## src/rtl/pgm_entry_mux.sv

```systemverilog
module pgm_entry_mux #(
  parameter int          KEY_W   = 10,
  parameter logic [KEY_W-1:0] KEY = 10'h16B,
  parameter int          RST_CYC = 24,
  parameter int          ADDR_W  = 10,
  parameter int          DW      = 8
) (
  input  logic              clk,
  input  logic              rst_pin,
  input  logic              sel_hi,
  input  logic              vfy_pin,
  input  logic [DW-1:0]     addr_port,
  input  logic [DW-1:0]     data_i,
  output logic [DW-1:0]     data_o,
  output logic              data_oe,
  output logic [ADDR_W-1:0] mem_addr,
  input  logic [DW-1:0]     mem_rdata,
  output logic [DW-1:0]     mem_wdata,
  output logic              mem_we,
  output logic              prog_mode
);
  localparam int HI_W = ADDR_W - DW;
  localparam int CW   = $clog2(RST_CYC);
  localparam int IW   = $clog2(KEY_W);

  logic [CW-1:0]   hcnt;
  logic [IW-1:0]   idx;
  logic            armed, live, vfy_d;
  logic [DW-1:0]   lo_q;
  logic [HI_W-1:0] hi_q;
  logic            full_rst;

  assign full_rst = rst_pin && (hcnt == CW'(RST_CYC - 1));

  always_ff @(posedge clk) begin
    if (!rst_pin)                         hcnt <= '0;
    else if (hcnt != CW'(RST_CYC - 1))    hcnt <= hcnt + 1'b1;
  end

  always_ff @(posedge clk) begin
    if (full_rst) begin
      prog_mode <= 1'b0;
      armed     <= 1'b1;
      live      <= 1'b0;
      idx       <= '0;
    end else begin
      if (armed && !rst_pin) begin
        armed <= 1'b0;
        live  <= 1'b1;
      end
      if (live) begin
        if (rst_pin == KEY[idx]) begin
          if (idx == IW'(KEY_W - 1)) begin
            prog_mode <= 1'b1;
            live      <= 1'b0;
            idx       <= '0;
          end else begin
            idx <= idx + 1'b1;
          end
        end else begin
          idx <= '0;
        end
      end
    end
  end

  always_ff @(posedge clk) begin
    if (full_rst) begin
      lo_q      <= '0;
      hi_q      <= '0;
      vfy_d     <= 1'b1;
      mem_we    <= 1'b0;
      mem_wdata <= '0;
    end else begin
      vfy_d  <= vfy_pin;
      mem_we <= prog_mode && vfy_d && !vfy_pin;
      if (prog_mode && vfy_d && !vfy_pin) mem_wdata <= data_i;
      if (prog_mode && !sel_hi) lo_q <= addr_port;
      if (prog_mode &&  sel_hi) hi_q <= addr_port[HI_W-1:0];
    end
  end

  assign mem_addr = {hi_q, lo_q};
  assign data_oe  = prog_mode && vfy_pin;
  assign data_o   = mem_rdata;
endmodule

```

## config.mk

```make
export PLATFORM = sky130hd
export DESIGN_NAME = pgm_entry_mux
export DESIGN_NICKNAME = d
export VERILOG_FILES = /design/src/rtl/pgm_entry_mux.sv
export SDC_FILE = /design/constraint.sdc
export NUM_CORES = 1
export LEC_CHECK = 0
export BUFFER_PORTS_ARGS = -buffer_cell sky130_fd_sc_hd__clkbuf_2
export CAP_MARGIN = 5
export CORE_ASPECT_RATIO = 0.9
export CORE_MARGIN = 2
export CORE_UTILIZATION = 47
export CTS_BUF_LIST = sky130_fd_sc_hd__clkbuf_16
export DETAILED_ROUTE_END_ITERATION = 8
export GPL_ROUTABILITY_DRIVEN = 0
export HOLD_SLACK_MARGIN = 0.12
export PLACE_DENSITY = 0.78
export SKIP_LAST_GASP = 1
export SLEW_MARGIN = 20
export SYNTH_ARGS = -nofsm -noshare
export SYNTH_HDL_FRONTEND = slang
export SYNTH_SLANG_ARGS = --single-unit
export TNS_END_PERCENT = 20
```

## constraint.sdc

```tcl
create_clock -name clk -period 3.1 [get_ports clk]
set_clock_uncertainty 0.05 [all_clocks]
set_input_delay 0.62 -clock clk [delete_from_list [all_inputs] [get_ports clk]]
set_output_delay 0.62 -clock clk [all_outputs]
set_load 0.01 [all_outputs]
```

# [Word level (Yosys, flattened, before mapping)]
# Memory sizes are Yosys's and may differ from the RTL's. A register that Yosys moved wholly into a read port is not among the register bits.
# Cells that the tools add are included.
[classes] n_addsub=2 n_lt_le_gt_ge=1 muxes=9 n_eq_ne=4 reduce_logical=11
[op_table] operator="4-bit 2-to-1 mux" count=4
[op_table] operator="1-bit logical AND" count=7
[op_table] operator="5-bit by 1-bit adder with 5-bit output (second input constant)" count=1
[op_table] operator="5-bit == test (second input constant)" count=1
[op_table] operator="4-bit by 5-bit less-than comparator with 1-bit output (second input constant)" count=1
[op_table] operator="1-bit 2-to-1 mux" count=5
[op_table] operator="5-bit != test (second input constant)" count=1
[op_table] operator="4-bit by 1-bit adder with 4-bit output (second input constant)" count=1
[op_table] operator="4-bit == test (second input constant)" count=1
[op_table] operator="1-bit zero test" count=3
[op_table] operator="3-bit AND reduction" count=1
[op_table] operator="1-bit == test" count=1
[totals] rom_bits=16 in_bits=28 ff_bits=32 n_memories=1
[memory_table] memory="(name not given)" words=16 word_bits=1 read_ports=1 rd_clocked_by_memory_dff=1 write_ports=0 line="52" text="if (rst_pin == KEY[idx]) begin"

# [Longest topological paths before layout]
# Gate-level depths: netlist of run 1.
[depth] depth_word=6 depth_mapped=11 depth_no_buf=11

# [Worst setup path after synthesis of run 1]
# Ideal clock, no wire load.
[synth_path] path_type="reg-to-reg" start="reg hcnt[0]" end="reg (tool-made name)" t_required_ns=2.927 synth_period_minus_slack_ns=2.220 slack_ns=0.880 path_stages_with_launch=9 arrival_ns=2.047 path_cell_list="dfxtp_1 > ha_1 > nand4b_1 > nor2_1 > clkbuf_1 > nor2_1 > ha_1 > mux2i_1 > mux2_1"
[synth_lines] element="from (decl)" line="26" text="logic [CW-1:0] hcnt;"
[synth_lines] element="from (signal assigned)" line="37" text="else if (hcnt != CW'(RST_CYC - 1)) hcnt <= hcnt + 1'b1;"

==> results by stage, run 1 <==
Floorplan:
- Once the floorplan was initialized, standard cells occupied between 40% and 50% of the core.
- In this run the standard cell core region covers roughly 2800 um2.
- The die is between 60 and 70 um wide.
- In this run the vertical extent of the chip is ~55 um.
- The floorplan step defined a die boundary enclosing ~3400 um2.
- In this run the count of I/O pins placed on the die edge is 57.
- The number of core rows is 18.

Critical path:
- STA classifies the critical path endpoint as a flop.
- The number of cells on the worst reg-to-reg path is 11.
- Traced cell by cell, the critical path runs through inv_1 -> ha_1 -> and3b_1 -> or3_4 -> nor2_1 -> a21oi_1 -> nor2_1 -> inv_1 -> ha_1 -> mux2i_1 -> mux2_1.
- The worst setup path is of the reg -> reg kind.
- Setup slack on the worst reg-to-reg path comes out at ~660 ps.
- Together, buffers and inverters on the worst path number 2.
- The arrival time at the worst endpoint is 2550 ps.
- The stage delay of the slowest cell on the critical path is just under 400 ps.
- Tracing the worst setup path back leads to its startpoint at idx[1].
- The data required time at the worst endpoint is 3210 ps.
- In this run the critical register-to-register path is launched from idx[1].
- The number of cells on the critical path is 11.
- The worst-path cell with the longest stage delay is dfxtp_1.
- On the critical path the largest part of the delay comes from simple AND/OR/NAND/NOR gates.
- In this run the worst path has a maximum fanout of 5.
- The launching element type of the critical path is a flop.

Synthesis:
- The most instantiated library cell after synthesis is dfxtp_1.
- Sorting the synthesized cells by area gives the leading types as dfxtp_1 48%, mux2i_1 12%, nor2_1 7.9%.
- The number of distinct library cell variants in the gate-level netlist after synthesis is 30.
- Synthesis inferred 33 register bits.
- The fraction of registers with async set/reset is 0%.
- The biggest area contributor in the post-synthesis netlist is dfxtp_1.
- The number of enable flip-flop cells after synthesis is 0.
- In the synthesized netlist, the cells that appear most often are 33 x dfxtp_1, 29 x nor2_1, 17 x mux2i_1.
- The post-synthesis net count is 175.
- The top cell type by area accounts for approximately 48% of the synthesized area.
- In this run the mean area of a mapped cell was around 9.6 um2.
- After synthesis, flip-flops and latches occupy about half of the total area.
- Synthesis produced 143 cells.
- The total standard cell area after synthesis is about 1400 um2.
- Yosys printed 0 warnings.
- The most used flip-flop cell after synthesis is dfxtp_1.

CTS:
- The number of clock sinks is 33.
- TritonCTS created 5 clock buffers.
- Buffers added to address setup during post-CTS repair amount to 0.
- Hold repair after CTS inserted 0 buffers.
- The clock transition at the register clock pins on the worst setup and hold paths after CTS is about 50 ps.
- Clock tree synthesis selected as its root buffer the cell clkbuf_16.
- The buffer depth of the longest clock path is 2.
- The post-cts repair resize count is 0.
- The H-tree depth reported by CTS is 2.
- TritonCTS built the clock tree.
- At the later pin of the worst-skew pair, clock insertion delay measures between 200 and 300 ps.

Timing:
- The number of slew-limit violations in the final report is 0.
- On the final layout, the worst hold slack is 411 ps.
- The clock period could shrink to approximately 2400 ps.
- The worst path setup slack after routing is around 660 ps.
- The count of endpoints failing hold in the final timing report is 0.
- The relative slew slack is 41.3%.
- Setup repair after global routing left no endpoint under its margin.
- The setup violation total in the final timing report is 0.
- The slew at the pin closest to its max-slew limit is a little under 900 ps.
- Derived from the worst setup path, the maximum achievable clock frequency is roughly 400 MHz.
- The fraction of the cycle the final worst path needs is 78.6%.
- In the final timing run, aggregate negative setup slack is 0 ps.

Flow run:
- The count of max-cap constraint violations is 0.

Layout:
- The count of antenna diodes in the layout is 0.
- The multi-input logic area is 624 um2.
- Once layout is complete, the cells apart from fillers number 220.
- Fill cells in the final layout number between 200 and 250.
- The share of cells above drive strength 1 is roughly 28%.
- The final-stage net count is roughly 210.
- The fraction of the core area covered by cells at the end of the flow is between 60 and 70%.
- The sequential cell area is 661 um2.
- Relative to the synthesized area, the layout overhead comes to 25.1%.

Power and ir drop:
- In this run, the clock network consumes between 20 and 30% of the power.
- The combinational power share is between 30% and 40%.
- The worst supply voltage drop on vdd is about 0.55 mV.
- In this run the power spent charging and discharging nets is 0.000581 W.
- The power per cell area is 1050 nW/um2.
- The internal portion of the total power is approximately 0.0012 W.
- The sequential cell fraction of total power is approximately 40%.
- The switching share of power is 32.0%.
- In this run the static leakage power is around 0.85 nW.

Route:
- After detailed routing, the total wire length is between 2 and 3 mm.
- The final antenna-violating net count is 0.
- The wire length per cell is 12.3 um.
- The first routing iteration left 29 violations.
- Detailed routing inserted a total of 1111 vias.
- The vias per cell is slightly above 5.
- The first detailed-routing pass took 5 iterations.
- In the routed design, unresolved DRC markers number 0.

Global route:
- Summed over all layers, the global routing overflow is 0.
- Entering global routing, the biggest net connects 23 pins.
- The total global-route track usage is roughly 18%.
- The via count of the first global-routing pass is between 1000 and 1500.
- The global-route wire length before repair is 4.45 mm.
- The number of antenna violations at the first check in global routing is 0.

Place:
- The half-perimeter wire length of the detailed placement result is between 1.5 and 2 mm.
- In this run, placement finished with an instance count of around 210.
- The port buffer count is 40.
- The setup slack at placement is roughly 650 ps.

Status:
- The flow ran to the end, and the final reports show no timing, DRC or antenna violations.

Hold path:
- The class of the tightest hold or removal check is reg -> reg.
## placed cells by master, fill, tap and decap left out, types with 2 or more instances in the layout
master     instances
nor2_1            29
clkbuf_16          5
xnor2_1            2
a21oi_1            8
nor3_1             2
ha_1               4
inv_1              5
nand3_1            4
nand2_1            8
clkbuf_2          40
dfxtp_1           33
mux2i_1           17
xor2_1             3
## through the flow
step,cell area (um2),total power (W)
2_1_floorplan,1380,0.00107
3_3_place_gp,1560,0.00124
3_5_place_dp,1560,0.00128
4_1_cts,1720,0.00183
5_1_grt,1720,0.00193
6_report,1720,0.00181
## flip-flops by register name (all words and copies together), names as in the netlist, named ones only
register	cells
idx	4
live	1
hi_q	2
hcnt	5
vfy_d	1
mem_wdata	8
prog_mode	1
armed	1
lo_q	8
mem_we	1
## kinds of logic (layout without fill, tap and decap cells)
logic type | Yosys count | after routing | share of synthesized area (%)
compound gates | 15 | 15 | 7.83
xor+xnor | 5 | 5 | 3.19
fa+ha+maj | 4 | 4 | 3.64
buf+inv | 16 | 53 | 6.55
flops | 33 | 33 | 48.0
mux | 18 | 18 | 13.2
simple gates | 52 | 52 | 17.6
## per-layer routing
metal,vias up,global-route usage (%),routed length [um]
li1,549,-,-
met1,511,19.3,1060
met2,40,28.6,1370
met3,11,6.09,186
met4,0,13.7,90
met5,-,0,0
## power groups by stage
stage / Combinational [W] / Clock, W / Sequential (W)
3_3_place_gp: 0.000530 / 0 / 0.000712
6_report: 0.000562 / 0.000533 / 0.000718
2_1_floorplan: 0.000308 / 0 / 0.000764
5_1_grt: 0.000630 / 0.000561 / 0.000740
3_5_place_dp: 0.000560 / 0 / 0.000722
4_1_cts: 0.000572 / 0.000545 / 0.000717
## how the worst min path moves through the flow
stage | start | end | slack (ps) | depth (start not counted)
6_report | hi_q[1] | hi_q[1] | 410 | 2
2_1_floorplan | armed | armed | 390 | 2
5_1_grt | hi_q[1] | hi_q[1] | 430 | 2
4_1_cts | hi_q[1] | hi_q[1] | 410 | 2
3_3_place_gp | hi_q[0] | hi_q[0] | 390 | 2
3_5_place_dp | hi_q[1] | hi_q[1] | 410 | 2
## tightest hold or removal path: stages, from the launching register on
cell	delay (ps)
dfxtp_1	300
nand2_1	60
a21oi_1	50
## layout make-up
class | instances | share of cell area [%]
Clock buffer | 5 | 7.27
Clock inverter | 3 | 2.18
Inverter | 4 | 0.873
Multi-Input combinational cell | 94 | 36.3
Sequential cell | 33 | 38.4
Tap cell | 40 | 2.91
Timing Repair Buffer | 41 | 12.1
Note: power is estimated with default switching activity, not from simulation.
==> inputs of run 2 (changes only) <==
- CORE_UTILIZATION: 47 -> 42
- PLACE_DENSITY: 0.78 -> 0.74
- clock period: 3.1 -> 1.98 ns (I/O delays scaled with it)
==> results by stage, run 2 (synthesis results as in run 1) <==
Status:
- Status: finished with violations (was completed).
- The final reports fail on setup timing.

Layout:
- The commonest non-fill, non-tap cell in the layout is clkbuf_2 (unchanged).
- The number of non-filler instances in the completed layout was 240 (was 220).
- The share of cells above drive strength 1 came to 39.9% (was 27.8%).
- The multi-input logic area is 676 um2 (was 624 um2).
- Commonest non-fill, non-tap cells in the layout: 40 x clkbuf_2, 32 x dfxtp_1, 25 x nor2_1 (was 40 x clkbuf_2, 33 x dfxtp_1, 29 x nor2_1).
- The final-stage net count is 229 (was 211).
- The count of filler cells inserted in the layout is 246 (was 244).
- The sequential cell area is 662 um2 (was 661 um2).
- The count of antenna diodes in the layout was 0 (unchanged).
- The signed area change from the synthesized netlist to the final layout was 38.9% (was 25.1%).
- Largest registers: lo_q (8), mem_wdata (8), hcnt (5) (unchanged).

Power and ir drop:
- The power per cell area was 1680 nW/um2 (was 1050 nW/um2).
- The total leakage power came to 0.946 nW (was 0.852 nW).
- The worst supply voltage drop on vdd is 0.705 mV (was 0.553 mV).
- The power after layout is 0.00322 W (was 0.00181 W).

Floorplan:
- The number of core rows came to 19 (was 18).
- The total core area is 3090 um2 (was 2770 um2).
- The height of the die came to 58.3 um (was 55.3 um).
- The width of the die is 64.3 um (was 61.0 um).
- The initial standard-cell utilization of the core is 44.5% (was 49.6%).
- The area enclosed by the die boundary is 3750 um2 (was 3380 um2).
- The number of I/O pins is 57 (unchanged).

CTS:
- The clock transition at the register clock pins on the worst setup and hold paths after CTS was 50 ps (about the same).
- The TritonCTS clock tree is built (unchanged).
- The number of clock sinks is 33 (unchanged).
- The CTS root buffer is clkbuf_16 (unchanged).
- The clock buffer count from CTS is 5 (unchanged).
- The source-to-sink clock delay at the later pin of the worst-skew pair came to 270 ps (about the same).
- The buffer depth of the longest clock path came to 2 (unchanged).
- The H-tree depth reported by CTS came to 2 (unchanged).
- The number of hold-repair buffers added at the cts stage is 0 (unchanged).

Global route:
- The global route total overflow came to 0 (unchanged).
- The total global-route track usage is 18.9% (was 18.1%).
- The number of antenna violations at the first check in global routing was 0 (unchanged).
- The global-route wire length before repair is 5.40 mm (was 4.45 mm).
- The via count of the first global-routing pass is 1216 (was 1073).
- The maximum number of pins on one net before global-route repair is 23 (unchanged).

Timing:
- The worst path setup slack after routing was -293 ps (was 662 ps).
- The setup violation total in the final timing report came to 1 (was 0).
- The maximum clock frequency is 440 MHz (was 410 MHz).
- The number of slew-limit violations in the final report is 0 (unchanged).
- Unrepaired setup endpoints after global routing: yes (was no).
- The relative slew slack is 64.9% (was 41.3%).
- The count of endpoints failing hold in the final timing report is 0 (unchanged).
- The clock period minus final worst setup slack is 2270 ps (was 2440 ps).
- The total negative slack is -293 ps (was 0 ps).
- The slew at the pin closest to its max-slew limit was 526 ps (was 879 ps).
- The fraction of the cycle the final worst path needs is 115% (was 78.6%).

Route:
- The DRC violation total after the first TritonRoute iteration came to 29 (unchanged).
- The routed wire length is 3.39 mm (was 2.71 mm).
- The vias per cell came to 4.97 (was 5.05).
- The number of design rule violations left after detail routing was 0 (unchanged).
- The wire length per cell came to 14.1 um (was 12.3 um).
- The number of iterations in the first detailed-routing pass is 6 (was 5).
- The total via count in the routed design is 1193 (was 1111).
- The final antenna-violating net count is 0 (unchanged).

Critical path:
- The classification of the worst setup path is reg -> reg (unchanged).
- The maximum fanout along the worst path is 2 (was 5).
- The endpoint class of the critical path is a flop (unchanged).
- The data required time at the worst endpoint was 2090 ps (was 3210 ps).
- The arrival time at the worst endpoint is 2380 ps (was 2550 ps).
- The launching element type of the critical path is a flop (unchanged).

Place:
- The port buffer count is 40 (unchanged).
- The number of instances in the placed design came to 225 (was 212).
- The half-perimeter wire length of the detailed placement result was 2.24 mm (was 1.97 mm).

Flow run:
- The count of max-cap constraint violations is 0 (unchanged).

Hold path:
- The class of the tightest hold or removal check is in -> reg (was reg -> reg).
[run 2: changes by cell type in the layout (fill, tap and decap cells not counted)]
cell     delta
a21oi_2     +2
mux2_4      +1
buf_4      +18
a21oi_1     -2
mux2_1      -1
ha_4        +2
dfxtp_1     -1
ha_1        -2
nor2_1      -4
inv_1       -1
nor2_2      +3
inv_2       +1
dfxtp_2     +1
nor2_4      +1
[run 2: repair_timing]
item                                    4_1_cts  5_1_grt
buffers inserted                              4        3
endpoints found under the setup margin        1        1
pin swaps                                     5        6
resized for setup                             8        3
[run 2: worst paths after layout]
| path | from | end | slack, ps | depth (start not counted) |
|---|---|---|---|---|
| max | idx[1] | flop | -290 | 11 |
| min | vfy_pin | vfy_d | 300 | 2 |
| min reg2reg | hi_q[1] | hi_q[1] | 410 | 2 |
| max reg2reg | idx[1] | flop | -290 | 11 |
[run 2: layout make-up]
cell class / instances / area share [%]
Multi-Input combinational cell: 94 / 35.4
Sequential cell: 33 / 34.6
Timing Repair Buffer: 59 / 17.9
Clock buffer: 5 / 6.55
Tap cell: 42 / 2.75
Clock inverter: 3 / 1.96
Inverter: 4 / 0.786
[run 2: metal layers]
layer | share of wire, % | global-route usage, %
met1 | 41 | 21.0
met2 | 50 | 31.8
met3 | 5.7 | 6.02
met4 | 3.0 | 11.9
met5 | 0 | 0
[run 2: critical path, stage by stage (launching register included)]
cell     delay, ps
dfxtp_2        330
inv_2           40
ha_4           150
and3b_1        180
or3_4          400
nor2_4         100
a21oi_2         50
nor2_1         130
inv_1           90
ha_4           270
mux2i_1         80
mux2_4         290
[run 2: metrics by stage]
step           setup slack, ps  area (um2)  util, %  hold slack (ps)
2_1_floorplan             -151        1380        -              391
3_3_place_gp              -139        1650     53.3              393
3_5_place_dp              -262        1650     53.3              405
4_1_cts                   -260        1880     60.8              298
5_1_grt                   -333        1910     61.8              305
6_report                  -293        1910     61.8              304
[run 2: power breakdown]
part	internal (W)	total (W)	switching (W)	leakage (nW)
logic	0.000635	0.00126	0.000625	0.590
clock network	0.000584	0.000850	0.000267	0.0826
registers	0.000938	0.00111	0.000169	0.274
total	0.00216	0.00322	0.00106	0.946
